## config.mk

```make
export PLATFORM = sky130hd
export DESIGN_NAME = pmem_guard
export DESIGN_NICKNAME = d
export VERILOG_FILES = /design/src/rtl/pmem_guard_pkg.sv /design/src/rtl/pmem_strap_latch.sv /design/src/rtl/pmem_region_decode.sv /design/src/rtl/pmem_access_policy.sv /design/src/rtl/pmem_guard.sv
export SDC_FILE = /design/constraint.sdc
export NUM_CORES = 1
export LEC_CHECK = 0
export BUFFER_PORTS_ARGS = -buffer_cell sky130_fd_sc_hd__buf_2
export CAP_MARGIN = 40
export CELL_PAD_IN_SITES_DETAIL_PLACEMENT = 0
export CELL_PAD_IN_SITES_GLOBAL_PLACEMENT = 1
export CORE_MARGIN = 5
export CORE_UTILIZATION = 19
export CTS_CLUSTER_DIAMETER = 60
export DETAILED_ROUTE_END_ITERATION = 8
export GPL_ROUTABILITY_DRIVEN = 0
export GPL_TIMING_DRIVEN = 0
export PLACE_DENSITY_LB_ADDON = 0.15
export SYNTH_ARGS = -nofsm -noshare
export SYNTH_HDL_FRONTEND = slang
export SYNTH_SLANG_ARGS = --single-unit
```

## constraint.sdc

```tcl
create_clock -name clk -period 1.61 [get_ports clk]
set_input_delay 0.0805 -clock clk [delete_from_list [all_inputs] [get_ports clk]]
set_output_delay 0.0805 -clock clk [all_outputs]
set_load 0.005 [all_outputs]
```

## src/rtl/pmem_guard_pkg.sv

```systemverilog
package pmem_guard_pkg;

    typedef enum logic [1:0] {
        KIND_FETCH = 2'b00,
        KIND_TABLE = 2'b01,
        KIND_TEST  = 2'b10,
        KIND_RSVD  = 2'b11
    } req_kind_e;

    typedef struct packed {
        logic valid;
        logic sel_int;
        logic grant;
        logic mask_ones;
        logic violation;
    } rsp_t;

endpackage

```

## src/rtl/pmem_strap_latch.sv

```systemverilog
module pmem_strap_latch (
    input  logic clk,
    input  logic rst,
    input  logic pin,
    output logic ext_only
);
    logic strap_d;
    logic strap_q;

    always_comb begin
        strap_d = strap_q;
        if (rst) begin
            strap_d = pin;
        end
    end

    always_ff @(posedge clk) begin
        strap_q <= strap_d;
    end

    assign ext_only = strap_q;
endmodule

```

## src/rtl/pmem_region_decode.sv

```systemverilog
module pmem_region_decode #(
    parameter int ADDR_W   = 16,
    parameter int ROM_SIZE = 8192
) (
    input  logic [ADDR_W-1:0] addr,
    input  logic              ext_only,
    output logic              route_int
);
    localparam logic [ADDR_W:0] ROM_LIM = (ADDR_W+1)'(ROM_SIZE);
    localparam bool_full = (ROM_SIZE >= (1 << ADDR_W));

    logic in_rom;

    generate
        if (bool_full) begin : g_full
            assign in_rom = 1'b1;
        end else begin : g_part
            assign in_rom = ({1'b0, addr} < ROM_LIM);
        end
    endgenerate

    assign route_int = in_rom && !ext_only;
endmodule

```

## src/rtl/pmem_access_policy.sv

```systemverilog
module pmem_access_policy
    import pmem_guard_pkg::*;
(
    input  logic [1:0] kind,
    input  logic       route_int,
    input  logic       secure,
    input  logic       from_ext,
    output logic       grant,
    output logic       mask_ones,
    output logic       violation
);
    logic protect;

    always_comb begin
        protect   = 1'b0;
        grant     = 1'b1;
        mask_ones = 1'b0;
        violation = 1'b0;
        case (req_kind_e'(kind))
            KIND_FETCH: protect = 1'b0;
            KIND_TABLE: protect = route_int && secure && from_ext;
            KIND_TEST:  protect = route_int && secure;
            default: begin
                grant     = 1'b0;
                mask_ones = 1'b1;
            end
        endcase
        if (protect) begin
            grant     = 1'b0;
            mask_ones = 1'b1;
            violation = 1'b1;
        end
    end
endmodule

```

## src/rtl/pmem_guard.sv

```systemverilog
module pmem_guard
    import pmem_guard_pkg::*;
#(
    parameter int ADDR_W   = 16,
    parameter int ROM_SIZE = 8192
) (
    input  logic              clk,
    input  logic              rst,
    input  logic              ext_only_pin,
    input  logic              secure_en,
    input  logic              req_valid,
    input  logic [1:0]        req_kind,
    input  logic [ADDR_W-1:0] req_addr,
    input  logic              req_from_ext,
    output logic              rsp_valid,
    output logic              rsp_sel_int,
    output logic              rsp_grant,
    output logic              rsp_mask_ones,
    output logic              rsp_violation
);
    logic ext_only;
    logic route_int;
    logic pol_grant;
    logic pol_mask;
    logic pol_viol;
    rsp_t rsp_d;
    rsp_t rsp_q;

    pmem_strap_latch u_strap (
        .clk      (clk),
        .rst      (rst),
        .pin      (ext_only_pin),
        .ext_only (ext_only)
    );

    pmem_region_decode #(
        .ADDR_W   (ADDR_W),
        .ROM_SIZE (ROM_SIZE)
    ) u_region (
        .addr      (req_addr),
        .ext_only  (ext_only),
        .route_int (route_int)
    );

    pmem_access_policy u_policy (
        .kind      (req_kind),
        .route_int (route_int),
        .secure    (secure_en),
        .from_ext  (req_from_ext),
        .grant     (pol_grant),
        .mask_ones (pol_mask),
        .violation (pol_viol)
    );

    always_comb begin
        rsp_d = '0;
        if (req_valid) begin
            rsp_d.valid     = 1'b1;
            rsp_d.sel_int   = route_int;
            rsp_d.grant     = pol_grant;
            rsp_d.mask_ones = pol_mask;
            rsp_d.violation = pol_viol;
        end
    end

    always_ff @(posedge clk) begin
        if (rst) begin
            rsp_q <= '0;
        end else begin
            rsp_q <= rsp_d;
        end
    end

    assign rsp_valid     = rsp_q.valid;
    assign rsp_sel_int   = rsp_q.sel_int;
    assign rsp_grant     = rsp_q.grant;
    assign rsp_mask_ones = rsp_q.mask_ones;
    assign rsp_violation = rsp_q.violation;
endmodule

```

Yosys cells after proc, flatten, opt, wreduce, memory -nomap -nowiden:

Index checks and enable logic that the tools add are counted.
W data, S select, Z words.

* flip-flop bits (word level): 6
* input bits: 24
* output and inout bits: 5
* word-level logic and storage cells: 25

* magnitude comparators: 1
* equality and inequality tests: 2
* mux-type cells: 7
* bitwise logic cells: 1
* reduce and logical (&&, ||, !) cells: 8

Operators by type and width (count)
* $lt A16 B14 Y1 const B: 1
* $reduce_or A3 Y1: 2
* $mux W1: 5
* $mux W5: 1
* $logic_and A1 B1 Y1: 3
* $eq A2 B1 Y1 const B: 1
* $eq A2 B2 Y1 const B: 1
* $logic_not A2 Y1: 1
* $pmux W1 S2: 1
* $reduce_or A2 Y1: 1
* $logic_not A1 Y1: 1
* $not A1 Y1: 1

Depth between registers and ports, before layout:

* depth in word-level cells: 7
* depth in mapped cells: 4
* depth with buffers taken out: 4

Hierarchy:

A second synthesis with hierarchy kept.

* cells, all modules: 23
* area, all modules: 266.5 µm²

By module, submodules not included
* pmem_guard: times used 1, cells each 10, area each 141.4 µm², seq. area each 100.1 µm²
* pmem_access_policy: times used 1, cells each 11, area each 82.6 µm², seq. area each 0.0 µm²
* pmem_strap_latch: times used 1, cells each 1, area each 30.0 µm², seq. area each 30.0 µm²
* pmem_region_decode: times used 1, cells each 1, area each 12.5 µm², seq. area each 0.0 µm²

Worst setup path after synthesis:

OpenSTA, ideal clock, no wires.

* path type: reg2reg
* start: register u_strap.strap_q, in the netlist u_strap.ext_only
* end: register rsp_q (netlist bit rsp_grant)
* setup time: 0.122 ns
* data arrival time: 1.233 ns
* required time: 1.488 ns
* path slack: 0.255 ns
* stages on the path, launching flop included: 3
* path buffers: 0
* period minus slack after synthesis: 1.355 ns
* path through: edfxtp_1 -> or4_4 -> o311a_1

* cells in the longest elaborated chain, start to end: 6

RTL lines
* start, declared: line pmem_strap_latch.sv:8 `logic strap_q;`
* start signal, assigned: line pmem_strap_latch.sv:18 `strap_q <= strap_d;`
* $logic_not A1 Y1 (*): line pmem_region_decode.sv:22 `assign route_int = in_rom && !ext_only;`
* $logic_and A1 B1 Y1 (*): line pmem_region_decode.sv:22
* $logic_and A1 B1 Y1 (*): line pmem_access_policy.sv:21, pmem_access_policy.sv:22
* $logic_and A1 B1 Y1: line pmem_access_policy.sv:21 `KIND_TABLE: protect = route_int && secure && from_ext;`
* $pmux W1 S2 (*): line pmem_access_policy.sv:19 `case (req_kind_e'(kind))`
* $reduce_or A3 Y1 (no source line) (*)
* end signal, assigned: line pmem_guard.sv:70 `rsp_q <= rsp_d;`
* end, declared: line pmem_guard.sv:27 `rsp_t rsp_q;`

Every way passes the cells marked *; elsewhere a longest branch is shown, timed or not.
A chain may end at the register's enable or synchronous reset.

Worst setup path after layout:

Ends and elaborated chain as after synthesis.

==> reports/results.tsv <==
metric	value	unit
post-layout min period	1420	ps
CTS clock-pin slew for the worst setup and hold paths	50	ps
RSZ-0062 raised after global routing	false	
Iter 0 DRT Violations	2	
Util after Layout	29.2	%
GRT Total Usage	6.55	%
Tot Pwr	0.342	mW
# diodes	0	
PostCTS Resize Cnt	0	
vias in the first global route	242	
vias after detailed routing	223	
status	finished, final reports clean	
Yosys Warn Count	0	
Routed WL	531	microns
CP Cell Sequence	or4_4 -> o311a_1	
dpl ws	189	ps
setup TNS	0	ps
leak pwr	0.197	nW
crit path launch type	flop	
CP max stage cell	or4_4	
hpwl dp	470	microns
layout cells sized above 1	48.8	%
MaxCap Viol Count	0	
CP endpoint kind	flop	
DRC viols	0	
GRT overflow	0	
Post-Syn Area	255	sq um
Max stage delay on crit path	570	ps
crit path max fanout	4	
number of I/O port buffers	15	
post-synthesis sequential area ratio	51.0	%
Synth Area in Compound Gates	12.3	%
layout net count	69	
multiplexer area fraction after synthesis	0	%
Pre-antenna DRT Iters	2	
Clock Latency Late Sink	240	ps
endpoint arrival time on the critical path	1540	ps
CTS tree	done	
CORE AREA	0.00128	sq mm
WL/cell	9.48	microns
Synth Register Bits	6	
Final WS setup	190	ps
H-Tree Level Count	1	
Worst-Margin Slew	280	ps
library cells used by synthesis	12	
type of the worst min-delay path	in2reg	
post-CTS setup buffer count	0	
total die area	0.00218	sq mm
Setup Viol. Count Final	0	
Fillers	140	
area occupied by multi-input gates	110	sq um
Initial Utilization	19.9	%
largest family of logic cells by synthesized area	simple AND/OR/NAND/NOR gates	
Area Overhead vs Synth	47.1	%
Fin. Hold Viols	0	
CTS buffer count	3	
Register Area	130	sq um
Die H	46.7	microns
post-DR vias/cell	3.98	
Top Ports	29	
clk_skew	6.27	ps
clk sink count	6	
Syn Inst Count	22	
Post-CTS Hold Buffers	0	
# rows	13	
Clock Path Buffers	2	
WP data required	1730	ps
kind of critical path	reg2reg	
max-slew violation count	0	
simple-gate area share of the yosys netlist	16.2	%
largest net degree at the start of global routing	5	
Max IR drop VDD	0.188	mV
initial antenna violation count	0	
max_slew headroom	81.4	%
Die W	46.7	microns
period utilization	88.2	%
pwr dens	911	mW/mm^2
Mapped Nets	49	
Root Buffer	clkbuf_4	
Syn Area/Cell	11.6	sq um
fmax	704	MHz
first-pass GRT wire length	903	microns
XOR/XNOR Fraction of Synth Area	0	%
DRT antenna net count	0	
Post-Synth Adder-Cell Area	14.7	%
==> report_power, final <==
group          internal [mW]  total (mW)  switching (mW)
clock network         0.0937       0.146          0.0520
logic                 0.0188      0.0360          0.0173
registers              0.159       0.160         0.00120
total                  0.271       0.342          0.0704
==> cells by family (layout without fill, tap and decap cells) <==
logic type,Yosys count,after routing
compound gates,3,3
fa+ha+maj,3,3
buf+inv,4,23
flops,6,6
simple gates,6,6
==> registers in the layout, indices dropped and copies added (netlist names) <==
name	cells
rsp_sel_int	1
rsp_mask_ones	1
rsp_violation	1
rsp_grant	1
u_strap.ext_only	1
rsp_valid	1
==> layout by cell type, fill, tap and decap left out, drive strengths merged, types with 2 or more instances in the layout <==
cell type,instances
nand2b,2
dfxtp,5
ha,3
clkbuf,4
inv,4
buf,15
==> path summary, 6_finish.rpt <==
path / start / end / slack [ps] / cells past startpoint
setup / recovery: u_strap.ext_only / rsp_grant / 190 / 2
hold / removal: ext_only_pin / u_strap.ext_only / 10 / 1
setup reg to reg: u_strap.ext_only / rsp_grant / 190 / 2
hold reg to reg: u_strap.ext_only / rsp_sel_int / 550 / 2
==> per-layer routing <==
| metal | track usage [%] | up-vias | wire (microns) |
|---|---|---|---|
| li1 | - | 116 | - |
| met5 | 0 | - | 0 |
| met4 | 9.94 | 0 | 28 |
| met2 | 9.89 | 9 | 284 |
| met3 | 1.56 | 2 | 47 |
| met1 | 5.79 | 96 | 170 |
==> final cells by class <==
| class | count | area share, % |
|---|---|---|
| tap | 15 | 5.00 |
| clock buffer | 4 | 7.00 |
| inverter | 4 | 4.00 |
| multi-input combinational | 12 | 29.3 |
| timing repair buffer | 15 | 20.0 |
| sequential | 6 | 34.7 |
==> critical path, delay by kind of cell (launching register included) <==
kind	cells	cell delay (ps)
DFF	1	360
AOI/OAI and AO/OA	1	370
and+or+nand+nor	1	570
==> stage by stage <==
stage / hold WS, ps / instance area [sq um] / cells
6_report: 13.3 / 375 / 56
5_1_grt: 7.64 / 375 / 56
4_1_cts: 6.76 / 375 / 56
3_5_place_dp: 261 / 349 / 52
3_3_place_gp: 258 / 349 / 52
2_1_floorplan: 179 / 255 / 22
==> synthesized netlist by cell type <==
cell / number / area [sq um]
inv_1: 4 / 15.0
dfxtp_1: 5 / 100
nor2_1: 1 / 3.75
nand2b_1: 2 / 12.5
or4_4: 1 / 11.3
edfxtp_1: 1 / 30.0
ha_1: 3 / 37.5
o41ai_2: 1 / 16.3
a21oi_1: 1 / 5.00
nor4_1: 1 / 6.26
o311a_1: 1 / 10.0
nand3b_1: 1 / 7.51
Power figures use the tool's default switching activity.
